<file path="src/rtl/slq_pkg.sv">
package slq_pkg;
   typedef enum logic [1:0] {
      SNP_READ    = 2'd0,
      SNP_WRITE   = 2'd1,
      SNP_UPGRADE = 2'd2,
      SNP_NONE    = 2'd3
   } snoop_kind_e;

   function automatic logic kills_copies(input logic [1:0] kind);
      return (kind == SNP_WRITE) || (kind == SNP_UPGRADE);
   endfunction
endpackage

</file>
<file path="src/rtl/slq_ptr.sv">
module slq_ptr #(
   parameter int DEPTH = 8,
   localparam int IDX_W = $clog2(DEPTH)
) (
   input  logic           clk,
   input  logic           rst_n,
   input  logic           clr,
   input  logic           adv,
   output logic [IDX_W:0] ptr
);
   always_ff @(posedge clk) begin
      if (!rst_n || clr) begin
         ptr <= '0;
      end else if (adv) begin
         ptr <= ptr + 1'b1;
      end
   end
endmodule

</file>
<file path="src/rtl/slq_entry.sv">
module slq_entry #(
   parameter int ADDR_W   = 32,
   parameter int LINE_OFF = 6
) (
   input  logic              clk,
   input  logic              rst_n,
   input  logic              clr_all,
   input  logic              take,
   input  logic              fill,
   input  logic [ADDR_W-1:0] fill_addr,
   input  logic              retire,
   input  logic              snp_on,
   input  logic [ADDR_W-1:0] snp_addr,
   output logic              busy,
   output logic              done,
   output logic              flagged,
   output logic              hit
);
   localparam logic [ADDR_W-1:0] LINE_MASK = ~((ADDR_W'(1) << LINE_OFF) - ADDR_W'(1));

   logic [ADDR_W-1:0] addr_q;

   always_comb begin
      hit = busy && done && snp_on && (((addr_q ^ snp_addr) & LINE_MASK) == '0);
   end

   always_ff @(posedge clk) begin
      if (!rst_n || clr_all) begin
         busy    <= 1'b0;
         done    <= 1'b0;
         flagged <= 1'b0;
         addr_q  <= '0;
      end else begin
         if (retire) begin
            busy    <= 1'b0;
            done    <= 1'b0;
            flagged <= 1'b0;
         end
         if (take) begin
            busy    <= 1'b1;
            done    <= 1'b0;
            flagged <= 1'b0;
         end
         if (fill && busy) begin
            done   <= 1'b1;
            addr_q <= fill_addr;
         end
         if (hit) begin
            flagged <= 1'b1;
         end
      end
   end
endmodule

</file>
<file path="src/rtl/spec_load_queue.sv">
module spec_load_queue #(
   parameter int DEPTH    = 8,
   parameter int ADDR_W   = 32,
   parameter int LINE_OFF = 6,
   localparam int IDX_W   = $clog2(DEPTH)
) (
   input  logic              clk,
   input  logic              rst_n,
   input  logic              alloc_valid,
   output logic              alloc_ready,
   output logic [IDX_W-1:0]  alloc_idx,
   input  logic              exec_valid,
   input  logic [IDX_W-1:0]  exec_idx,
   input  logic [ADDR_W-1:0] exec_addr,
   input  logic              snoop_valid,
   input  logic [1:0]        snoop_kind,
   input  logic [ADDR_W-1:0] snoop_addr,
   input  logic              commit_req,
   output logic              commit_ok,
   output logic              flush,
   output logic [IDX_W-1:0]  flush_idx
);
   import slq_pkg::*;

   generate
      if (DEPTH < 2 || (DEPTH & (DEPTH - 1)) != 0) begin : g_bad_depth
         $error("spec_load_queue: DEPTH must be a power of two, at least 2");
      end
      if (LINE_OFF < 0 || LINE_OFF >= ADDR_W) begin : g_bad_line
         $error("spec_load_queue: LINE_OFF must lie inside the address");
      end
   endgenerate

   logic [IDX_W:0]     head_p, tail_p;
   logic [IDX_W-1:0]   head_idx;
   logic [DEPTH-1:0]   busy_v, done_v, flag_v, hit_v;
   logic               full, snp_on, head_ready, head_bad, take_new;

   assign head_idx  = head_p[IDX_W-1:0];
   assign alloc_idx = tail_p[IDX_W-1:0];
   assign full      = (head_p[IDX_W] != tail_p[IDX_W]) &&
                      (head_p[IDX_W-1:0] == tail_p[IDX_W-1:0]);
   assign snp_on    = snoop_valid && kills_copies(snoop_kind);

   always_comb begin
      head_ready  = commit_req && busy_v[head_idx] && done_v[head_idx];
      head_bad    = flag_v[head_idx] || hit_v[head_idx];
      flush       = head_ready && head_bad;
      commit_ok   = head_ready && !head_bad;
      flush_idx   = head_idx;
      alloc_ready = !full && !flush;
      take_new    = alloc_valid && alloc_ready;
   end

   slq_ptr #(.DEPTH(DEPTH)) u_head (
      .clk(clk), .rst_n(rst_n), .clr(flush), .adv(commit_ok), .ptr(head_p)
   );

   slq_ptr #(.DEPTH(DEPTH)) u_tail (
      .clk(clk), .rst_n(rst_n), .clr(flush), .adv(take_new), .ptr(tail_p)
   );

   generate
      for (genvar i = 0; i < DEPTH; i++) begin : g_slot
         slq_entry #(.ADDR_W(ADDR_W), .LINE_OFF(LINE_OFF)) u_slot (
            .clk      (clk),
            .rst_n    (rst_n),
            .clr_all  (flush),
            .take     (take_new && (alloc_idx == IDX_W'(i))),
            .fill     (exec_valid && (exec_idx == IDX_W'(i))),
            .fill_addr(exec_addr),
            .retire   (commit_ok && (head_idx == IDX_W'(i))),
            .snp_on   (snp_on),
            .snp_addr (snoop_addr),
            .busy     (busy_v[i]),
            .done     (done_v[i]),
            .flagged  (flag_v[i]),
            .hit      (hit_v[i])
         );
      end
   endgenerate
endmodule

</file>
<file path="config.mk">
export PLATFORM = sky130hd
export DESIGN_NAME = spec_load_queue
export DESIGN_NICKNAME = d
export VERILOG_FILES = /design/src/rtl/slq_pkg.sv /design/src/rtl/slq_ptr.sv /design/src/rtl/slq_entry.sv /design/src/rtl/spec_load_queue.sv
export SDC_FILE = /design/constraint.sdc
export NUM_CORES = 1
export LEC_CHECK = 0
export BUFFER_PORTS_ARGS = -buffer_cell sky130_fd_sc_hd__buf_4
export CORE_UTILIZATION = 60
export CTS_CLUSTER_DIAMETER = 50
export CTS_CLUSTER_SIZE = 24
export DETAILED_ROUTE_END_ITERATION = 16
export HOLD_SLACK_MARGIN = 0.12
export PLACE_DENSITY_LB_ADDON = 0.2
export SKIP_LAST_GASP = 1
export SLEW_MARGIN = 20
export SYNTH_ARGS = -nofsm -noshare
export SYNTH_HDL_FRONTEND = slang
export SYNTH_SLANG_ARGS = --single-unit
</file>
<file path="constraint.sdc">
create_clock -name clk -period 4.3 [get_ports clk]
set_clock_uncertainty 0.1 [all_clocks]
set_input_delay 0.86 -clock clk [delete_from_list [all_inputs] [get_ports clk]]
set_output_delay 0.86 -clock clk [all_outputs]
set_load 0.02 [all_outputs]
</file>
==> results.md, run 1 <==
* DR vias at 10,668
* Setup violations, final at 0
* Root Buffer Master: clkbuf_16
* IO Port Bufs at 71
* Worst VDD drop at 0.000310 V
* Global Route Usage Sum at 0.376
* Critical path required time at 3.34 ns
* Max-slew violations at 0
* Yosys warns at 0
* Share of the clock period used by the worst path at 0.983
* Main synth FF type: dfxtp_1
* Final Cell Area at 13,200 um2
* Post-place setup slack at 0.148 ns
* Clock buffer depth at 3
* Drc violations at 0
* Max Freq at 0.237 GHz
* Final-report hold violation count at 0
* Crit path top cell by count: buf_4
* DP Wirelength at 25,000 um
* Seq cells post-synth at 240
* Avg WL per Cell at 21.0 um
* Synth cell types at 48
* Dpl cell area at 12,400 um2
* Number of synthesized flops with an enable pin at 0
* ANT nets after route at 0
* Largest net degree at the start of global routing at 56
* Gate Count Post-Synth at 1,491
* Initial antenna violation count at 1
* Post-Synth Simple-Gate Area at 0.216
* DRT Pass-1 Iters at 5
* GP Congestion at 0.933
* Worst-skew pair later-pin latency at 0.54 ns
* Worst r2r dst: g_slot[7].u_slot.addr_q[13]
* Power Dens Cells at 366 nW/um2
* Area Growth Syn to Fin at 11.8%
* Util after Layout at 0.693
* Initial core utilization at 0.620
* Post_cts resized at 0
* CTS buffer count at 24
* Post-Synth Adder-Cell Area at 0.0127
* H-tree depth at 1
* GRT overflow at 0
* Startpoint Class: input pin
* Worst-path cell chain: buf_4 -> xor2_1 -> nand2_1 -> nor4_1 -> nor4bb_1 -> a311oi_1 -> a211o_1 -> and3_1 -> buf_4
* Syn nets at 1,578
* Ys async rst share at 0
* Mux share of post-synthesis cell area at 0.00764
* Reg2Reg Launch Point: g_slot[0].u_slot.addr_q[31]
* CP arrival at 3.27 ns
* Vias in the first global route at 9,929
* Post-Syn Area at 11,800 um2
* # Post-CTS Setup Buffers at 0
* CTS sink cnt at 240
* Compound-Gate Fraction of Synth Area at 0.132
* Hold-fix buffer count after cts at 0
* Top delay family on crit path: simple AND/OR/NAND/NOR gates
* Clk pin slew, worst setup/hold paths at 0.06 ns
* RSZ-0062 raised after global routing: false
* Largest family of logic cells by synthesized area: simple AND/OR/NAND/NOR gates
* Worst r2r path cells at 11
* Die width at 142 um
* Core Region at 19,000 um2
* Crit path time final at 4.23 ns
* Final WS setup at 0.0721 ns
* NumNets Final at 1,592
* CP bufs+invs at 2
* Slew headroom at 0.559
* Hold Crit Start: g_slot[7].u_slot.addr_q[12]
* Rows at 50
* Starting DRC count in detailed routing at 1,108
* Max stage delay on crit path at 0.43 ns
* CP max-delay cell: xor2_1
* Mapped Avg Cell Area at 7.91 um2
* Crit end category: output pin
* Xor-xnor portion of the synthesized cell area at 0.155
* Outcome: finished, final reports clean
* Share of cells above drive strength 1 at 0.125
* # Max-Cap Violations at 0
* Leakage at 4.38 nW
* CTS tree: built
* Critical path type: input pin to output pin
* Die Ht at 142 um
* First-pass GRT wire length at 56,800 um
* Measured slew at the worst slew-check pin at 0.661 ns
* Post-detailed-routing wire length at 37,400 um
* WHS Endpoint: g_slot[7].u_slot.addr_q[12]
* Worst-path fanout max at 4
* Post-DR vias/cell at 5.98
* Worst R2R Setup Slack at 1.06 ns
* Hold depth at 2
* Sequential element share of the synthesized area at 0.407
* Setup TNS at 0 ns
* Total power at 4.82 mW
* Min-Delay Path Class: flop to flop
* Top Ports at 84
* Die area at 20,200 um2
-- cells in the mapped netlist (2+ instances only) --
cell type  instances  share of area
xnor2_2            3         0.0041
o21a_1             2         0.0013
o211ai_1           7         0.0045
mux4_2             4         0.0076
buf_8              2         0.0025
inv_2              5         0.0016
inv_1             17         0.0054
clkbuf_1          45          0.014
buf_6             17          0.016
buf_1             27         0.0086
nor2b_1            3         0.0016
ha_1              12          0.013
nor4_1            23          0.012
nand4_1           38          0.020
o311ai_0           4         0.0030
a2111oi_1          3         0.0025
a21oi_2           11         0.0082
xnor2_1          153           0.11
nand2_1          451           0.14
o31ai_1            4         0.0025
and3_1            13         0.0069
a211oi_1           5         0.0032
buf_2             33          0.014
dfxtp_1          240           0.41
o32ai_1            2         0.0015
a222oi_1           2         0.0017
buf_4              9         0.0057
or4_1              3         0.0019
nand3_1           23         0.0098
a221oi_1           2         0.0015
o21ai_0            3         0.0013
nor2_1            23         0.0073
nor3_1             4         0.0017
and2_1             7         0.0037
o22ai_1            4         0.0021
xor2_1            50          0.037
a21oi_1          222          0.094
and4_1             5         0.0037
-- cell usage in the layout, fill, tap and decap left out, types with 6 or more instances in the layout --
cell and count:
a21oi_1 222, a21oi_2 11, and2_1 7, and3_1 13, buf_4 118, clkbuf_16 24, clkbuf_8 6, dfxtp_1 240
ha_1 12, inv_1 17, nand2_1 451, nand3_1 23, nand4_1 38, nor2_1 23, nor4_1 23, o211ai_1 7
xnor2_1 153, xor2_1 50
-- worst min-delay path: cells and delay by family (launching register included) --
kind               cells  cell delay (ns)
DFF                    1             0.31
and+or+nand+nor        1             0.05
AOI/OAI and AO/OA      1             0.05
-- worst max path at each step --
stage	from	end	slack, ns	cells past startpoint
2_1_floorplan	snoop_addr[30]	flush	0.50	9
3_3_place_gp	snoop_addr[16]	alloc_ready	0.19	9
3_5_place_dp	snoop_kind[1]	alloc_ready	0.15	9
4_1_cts	snoop_kind[1]	alloc_ready	0.13	9
5_1_grt	snoop_kind[1]	alloc_ready	0.005	10
6_report	snoop_kind[1]	alloc_ready	0.07	9
-- logic make-up (layout without fill, tap and decap cells) --
logic type,Yosys count,count (layout)
multiplexers,4,4
flip-flops,240,240
buffers and inverters,156,187
other,0,1
XOR/XNOR,206,206
adder cells (fa/ha/maj),12,12
AO/OA/AOI/OAI,276,276
AND/OR/NAND/NOR,597,597
-- per-layer routing --
metal	part of all wire	up-vias	wire (um)	global-route usage
met1	0.39	5004	14500	0.494
met3	0.11	130	4030	0.0528
met4	0.058	0	2180	0.208
met5	0	-	0	0
li1	-	4925	-	-
met2	0.45	609	16700	0.596
-- area by class of cell --
cell class / count / area, um2
multi-input cells: 1095 / 6170
fillers: 1607 / 5830
well taps: 260 / 325
inverters: 22 / 82.6
clock buffers: 31 / 687
diodes: 1 / 2.50
repair buffers: 122 / 966
clock inverters: 12 / 143
flip-flops and latches: 240 / 4800
-- metrics by stage --
step                      cells  hold WS (ns)
after floorplan            1491         0.334
after global placement     1739         0.344
after detailed placement   1739         0.349
after CTS                  1782         0.358
after global routing       1782         0.382
final                      1783         0.360
-- sequential cells by signal, indices dropped and copies added, names as in the netlist --
| register | count |
|---|---|
| g_slot.u_slot.addr_q | 208 |
| g_slot.u_slot.busy | 8 |
| g_slot.u_slot.done | 8 |
| g_slot.u_slot.flagged | 8 |
| u_head.ptr | 4 |
| u_tail.ptr | 4 |
-- where the power goes --
group	switching (mW)	total (mW)	internal, mW
Combinational	0.252	0.392	0.140
Sequential	0.0123	2.25	2.23
Clock	0.928	2.19	1.26
No activity file was read; power rests on OpenSTA's default activity.
==> inputs of run 2 (changes only) <==
--- a/config.mk
+++ b/config.mk
@@ -5,13 +5,14 @@
 export SDC_FILE = /design/constraint.sdc
 export NUM_CORES = 1
 export LEC_CHECK = 0
-export BUFFER_PORTS_ARGS = -buffer_cell sky130_fd_sc_hd__buf_4
 export CORE_UTILIZATION = 60
 export CTS_CLUSTER_DIAMETER = 50
 export CTS_CLUSTER_SIZE = 24
 export DETAILED_ROUTE_END_ITERATION = 16
+export DONT_BUFFER_PORTS = 1
 export HOLD_SLACK_MARGIN = 0.12
 export PLACE_DENSITY_LB_ADDON = 0.2
+export REMOVE_ABC_BUFFERS = 1
 export SKIP_LAST_GASP = 1
 export SLEW_MARGIN = 20
 export SYNTH_ARGS = -nofsm -noshare
==> run 2 against run 1 <==
Total power decreased by 1.7%. Worst hold slack worse by 0.013 ns. Clock power grew 4%. Sequential share of layout area rose by 1.9 points. Die area did not move. Highest routed layer unchanged. Flip-flop and latch count is the same. Design area fell by 4.9%. Clock-buffer cell count shrank 1. First-iteration DRC count down 7.3%.
==> results.md, run 2 (same netlist as run 1, synthesis figures left out) <==
* Post-DR vias/cell at 5.88 (was 5.98)
* Drc violations at 0 (unchanged)
* GP Congestion at 0.955 (was 0.933)
* Critical path type: flop to output pin (was input pin to output pin)
* Max-slew violations at 0 (unchanged)
* Root Buffer Master: clkbuf_16 (unchanged)
* Crit end category: output pin (unchanged)
* Largest Register: g_slot.u_slot.addr_q (unchanged)
* ANT nets after route at 0 (unchanged)
* RSZ-0062 raised after global routing: false (unchanged)
* Top Ports at 84 (unchanged)
* First-pass GRT wire length at 53,500 um (was 56,800 um)
* Seq. cell area at 4800 um2 (unchanged)
* Initial core utilization at 0.620 (unchanged)
* GRT overflow at 0 (unchanged)
* H-tree depth at 1 (unchanged)
* Die width at 142 um (unchanged)
* Largest net degree at the start of global routing at 74 (was 56)
* Critical path endpoint: alloc_ready (unchanged)
* Final-report hold violation count at 0 (unchanged)
* Vias in the first global route at 9,092 (was 9,929)
* Clock buffer depth at 3 (unchanged)
* Worst-skew pair later-pin latency at 0.53 ns (was 0.54 ns)
* Avg WL per Cell at 20.5 um (was 21.0 um)
* Core Region at 19,000 um2 (unchanged)
* Outcome: finished, final reports clean (unchanged)
* Setup violations, final at 0 (unchanged)
* Power Dens Cells at 378 nW/um2 (was 366 nW/um2)
* Post-place setup slack at 0.348 ns (was 0.148 ns)
* Initial antenna violation count at 0 (was 1)
* Startpoint Class: flop (was input pin)
* Antenna diode count at 0 (was 1)
* Starting DRC count in detailed routing at 1,027 (was 1,108)
* Min-Delay Path Class: input pin to flop (was flop to flop)
* Share of cells above drive strength 1 at 0.0712 (was 0.125)
* Max reg flops at 208 (unchanged)
* Die area at 20,200 um2 (unchanged)
* Most common cell after layout, fill and taps aside: nand2_1 (unchanged)
* Crit path time final at 4.08 ns (was 4.23 ns)
* Critical path startpoint: u_head.ptr[0] (was snoop_kind[1])
* Worst R2R Setup Slack at 1.01 ns (was 1.06 ns)
* Rows at 50 (unchanged)
* CP arrival at 3.12 ns (was 3.27 ns)
* Worst VDD drop at 0.000464 V (was 0.000310 V)
* Filler cell count in the final layout at 1,654 (was 1,607)
* DP Wirelength at 23,000 um (was 25,000 um)
* Worst r2r path cells at 9 (was 11)
* Dpl cell area at 11,600 um2 (was 12,400 um2)
* Share of the clock period used by the worst path at 0.950 (was 0.983)
* IO Port Bufs at 0 (was 71)
* Worst r2r dst: g_slot[2].u_slot.addr_q[6] (was g_slot[7].u_slot.addr_q[13])
* Util after Layout at 0.659 (was 0.693)
* Clk pin slew, worst setup/hold paths at 0.06 ns (about the same)
* Area Growth Syn to Fin at 6.25% (was 11.8%)
* Max Freq at 0.245 GHz (was 0.237 GHz)
* Critical path required time at 3.34 ns (about the same)
* Most frequent cells in the layout: nand2_1 (451), dfxtp_1 (240), a21oi_1 (222) (unchanged)
* DR vias at 9,943 (was 10,668)
* DRT Pass-1 Iters at 5 (unchanged)
* Total power at 4.74 mW (was 4.82 mW)
* Slew headroom at 0.535 (was 0.559)
* NumNets Final at 1,500 (was 1,592)
* Die Ht at 142 um (unchanged)
* Measured slew at the worst slew-check pin at 0.696 ns (was 0.661 ns)
* Final WS setup at 0.215 ns (was 0.0721 ns)
* Reg2Reg Launch Point: u_head.ptr[0] (was g_slot[0].u_slot.addr_q[31])
* Leakage at 3.94 nW (was 4.38 nW)
* Global Route Usage Sum at 0.351 (was 0.376)
* CTS buffer count at 26 (was 24)
* Multi-input gate area at 6180 um2 (was 6170 um2)
* Final Cell Area at 12,500 um2 (was 13,200 um2)
* Post-detailed-routing wire length at 34,800 um (was 37,400 um)
* CTS sink cnt at 240 (unchanged)
* Hold WS at 0.347 ns (was 0.360 ns)
* Worst-path fanout max at 10 (was 4)
* CTS tree: built (unchanged)
* # Max-Cap Violations at 0 (unchanged)
-- run 2: how the worst min path moves through the flow --
| stage | start | end | depth (start not counted) |
|---|---|---|---|
| 3_5_place_dp | g_slot[7].u_slot.addr_q[12] | g_slot[7].u_slot.addr_q[12] | 2 |
| 2_1_floorplan | g_slot[1].u_slot.addr_q[27] | g_slot[1].u_slot.addr_q[27] | 2 |
| 5_1_grt | exec_addr[16] | g_slot[7].u_slot.addr_q[16] | 2 |
| 4_1_cts | exec_addr[16] | g_slot[7].u_slot.addr_q[16] | 2 |
| 6_report | rst_n | u_head.ptr[1] | 1 |
| 3_3_place_gp | g_slot[3].u_slot.addr_q[9] | g_slot[3].u_slot.addr_q[9] | 2 |
-- run 2: stage by stage --
stage                     std cells  TNS, ns
after detailed placement       1645        0
after floorplan                1357  -226.05
after global routing           1692        0
after global placement         1645        0
after CTS                      1692        0
final                          1692        0
-- run 2: area by class of cell --
type | instances | share of cell area
Multi-Input combinational cell | 1095 | 0.493
Sequential cell | 240 | 0.383
Clock buffer | 30 | 0.0556
Tap cell | 260 | 0.0260
Timing Repair Buffer | 28 | 0.0208
Clock inverter | 17 | 0.0147
Inverter | 22 | 0.00659
-- run 2: repair_timing --
action | CTS | global route
resized for setup | 0 | 1
hold buffers | 0 | 0
endpoints found under the setup margin | 0 | 1
setup buffers | 0 | 0
-- run 2: where the power goes --
group,internal (mW),switching [mW],total [mW]
Clock,1.26,1.01,2.28
Sequential,2.23,0.0150,2.25
Combinational,0.0969,0.122,0.219
Total,3.59,1.15,4.74
-- run 2: critical path: stages (launching register included) --
cell	delay, ns
dfxtp_1	0.71
inv_2	0.17
mux4_2	0.45
nor2_1	0.13
o21a_1	0.37
inv_2	0.12
a211o_1	0.33
and3_1	0.29
-- run 2: metal layers --
layer	vias to the layer above	part of all wire	global-route usage
met2	462	0.45	0.556
met1	4666	0.42	0.487
met5	-	0	0
met3	71	0.10	0.0629
met4	0	0.032	0.104
li1	4744	-	-
==> inputs of run 3 (changes only) <==
--- a/config.mk
+++ b/config.mk
@@ -6,6 +6,7 @@
 export NUM_CORES = 1
 export LEC_CHECK = 0
 export CORE_UTILIZATION = 60
+export CTS_BUF_LIST = sky130_fd_sc_hd__clkbuf_2
 export CTS_CLUSTER_DIAMETER = 50
 export CTS_CLUSTER_SIZE = 24
 export DETAILED_ROUTE_END_ITERATION = 16
==> run 3 against run 2 <==
Design area is 1.2% lower. Final cell count is 1.9% higher. Sequential share of layout area is 0.48 points higher. Core utilization is 0.77 points lower. Register-to-register slack better by 0.16 ns. Combinational power is 28% higher. First-iteration DRC count is 16% higher.
==> results.md, run 3 (same netlist as run 1, synthesis figures left out) <==
* Starting DRC count in detailed routing at 1,195 (was 1,027)
* Worst VDD drop at 0.000265 V (was 0.000464 V)
* Crit end category: output pin (unchanged)
* Power Dens Cells at 303 nW/um2 (was 378 nW/um2)
* Avg WL per Cell at 20.4 um (was 20.5 um)
* Critical path type: flop to output pin (unchanged)
* Global Route Usage Sum at 0.354 (was 0.351)
* Hold WS at 0.138 ns (was 0.347 ns)
* IO Port Bufs at 0 (unchanged)
* Area Growth Syn to Fin at 5.01% (was 6.25%)
* GP Congestion at 0.955 (unchanged)
* Top Ports at 84 (unchanged)
* Clock buffer depth at 3 (unchanged)
* CTS sink cnt at 240 (unchanged)
* Largest net degree at the start of global routing at 74 (unchanged)
* Slew headroom at 0.511 (was 0.535)
* Core Region at 19,000 um2 (unchanged)
* Max reg flops at 208 (unchanged)
* CP arrival at 3.22 ns (was 3.12 ns)
* Die area at 20,200 um2 (unchanged)
* Rows at 50 (unchanged)
* Reg2Reg Launch Point: g_slot[1].u_slot.addr_q[26] (was u_head.ptr[0])
* Max stage delay on crit path at 0.49 ns (was 0.71 ns)
* Max-slew violations at 0 (unchanged)
* Vias in the first global route at 9,148 (was 9,092)
* Setup violations, final at 0 (unchanged)
* Worst-path cell chain: xnor2_2 -> nand4_1 -> or4_4 -> nor4_4 -> a222oi_1 -> a211o_1 -> and3_2 (was inv_2 -> mux4_2 -> nor2_1 -> o21a_1 -> inv_2 -> a211o_1 -> and3_1)
* # Max-Cap Violations at 0 (unchanged)
* Outcome: finished, final reports clean (unchanged)
* CTS buffer count at 26 (unchanged)
* Critical path startpoint: g_slot[1].u_slot.addr_q[26] (was u_head.ptr[0])
* Placed cells at 1,645 (unchanged)
* DP Wirelength at 23,000 um (unchanged)
* Initial core utilization at 0.620 (unchanged)
* Crit path time final at 4.18 ns (was 4.08 ns)
* ANT nets after route at 0 (unchanged)
* Max Freq at 0.239 GHz (was 0.245 GHz)
* Die Ht at 142 um (unchanged)
* Setup TNS at 0 ns (unchanged)
* Worst-path fanout max at 3 (was 10)
* Critical path required time at 3.34 ns (about the same)
* CP bufs+invs at 0 (was 2)
* CP max-delay cell: or4_4 (was dfxtp_1)
* Largest Register: g_slot.u_slot.addr_q (unchanged)
* Min-Delay Path Class: input pin to flop (unchanged)
* Measured slew at the worst slew-check pin at 0.732 ns (was 0.696 ns)
* Most common cell after layout, fill and taps aside: nand2_1 (unchanged)
* Clk pin slew, worst setup/hold paths at 0.24 ns (was 0.06 ns)
* Die width at 142 um (unchanged)
* Root Buffer Master: clkbuf_2 (was clkbuf_16)
* H-tree depth at 1 (unchanged)
* Drc violations at 0 (unchanged)
* Leakage at 3.90 nW (was 3.94 nW)
* CTS tree: built (unchanged)
* Dpl cell area at 11,600 um2 (unchanged)
* Final Cell Area at 12,400 um2 (was 12,500 um2)
* Initial antenna violation count at 2 (was 0)
* DRT Pass-1 Iters at 6 (was 5)
* DR vias at 10,049 (was 9,943)
* Top delay family on crit path: simple AND/OR/NAND/NOR gates (was flip-flops)
* Share of the clock period used by the worst path at 0.971 (was 0.950)
* Share of cells above drive strength 1 at 0.0848 (was 0.0712)
* Hold Crit Start: snoop_valid (was rst_n)
* Startpoint Class: flop (unchanged)
* Layout Cells excl Fill at 1,724 (was 1,692)
* First-pass GRT wire length at 53,900 um (was 53,500 um)
* Final-report hold violation count at 0 (unchanged)
* Post-DR vias/cell at 5.83 (was 5.88)
* NumNets Final at 1,530 (was 1,500)
* Most frequent cells in the layout: nand2_1 (451), dfxtp_1 (237), a21oi_1 (222) (was nand2_1 (451), dfxtp_1 (240), a21oi_1 (222))
* GRT overflow at 0 (unchanged)
* Worst-skew pair later-pin latency at 0.92 ns (was 0.53 ns)
* Post-detailed-routing wire length at 35,200 um (was 34,800 um)
## run 3: cell count changes in the layout (fill, tap and decap cells not counted), moves of 3 or more
cell	previous run	this run
clkbuf_2	0	29
clkbuf_16	27	0
dlygate4sd3_1	0	27
nor4_1	23	18
buf_4	24	27
dfxtp_1	240	237
dfxtp_2	0	3
nor4_2	1	4
xnor2_1	153	150
xnor2_2	3	6
## run 3: routing by layer
metal	share of wire	wire (um)	global-route usage	vias up
met1	0.42	14800	0.491	4698
met5	0	0	0	-
met3	0.099	3500	0.0676	78
met4	0.038	1350	0.134	0
met2	0.44	15600	0.545	469
li1	-	-	-	4804
## run 3: report_power, final
part | internal [mW] | leakage [nW] | switching [mW] | total, mW
clock network | 0.314 | 0.196 | 0.901 | 1.21
registers | 2.24 | 1.94 | 0.0152 | 2.26
logic | 0.115 | 1.77 | 0.166 | 0.281
total | 2.67 | 3.90 | 1.08 | 3.75
## run 3: cell type report
cell class,count,area (um2)
multi-input combinational,1095,6280
sequential,240,4810
tap,260,325
inverter,22,82.6
clock buffer,29,145
timing repair buffer,58,553
fill,1703,6630
clock inverter,18,188
antenna,2,5.00
## run 3: timing repair
item / CTS / global route
gates cloned: 0 / 0
pin swaps: 1 / 10
hold endpoints to repair: 212 / 0
hold buffers: 27 / 0
endpoints found under the setup margin: 3 / 2
setup buffers: 1 / 2
resized for setup: 5 / 17
## run 3: per-stage QoR
stage                     power [mW]   util  setup WS (ns)
after floorplan                 2.45      -          -1.33
final                           3.75  0.651          0.124
after CTS                       3.75  0.646        0.00216
after global routing            3.87  0.651        -0.0302
after detailed placement        2.51  0.612          0.348
after global placement          2.51  0.612          0.346
## run 3: worst paths after layout
kind                                                    end  slack, ns  depth (start not counted)
worst max-delay path                            alloc_ready       0.12                          7
worst min-delay path               g_slot[4].u_slot.flagged       0.14                          4
worst max register to register  g_slot[1].u_slot.addr_q[26]       1.17                         10
worst min register to register   g_slot[1].u_slot.addr_q[7]       0.37                          2
## run 3: tightest hold or removal path: cells and delay by family
family / cells / cell delay, ns
simple gates: 3 / 0.19
compound gates: 1 / 0.05
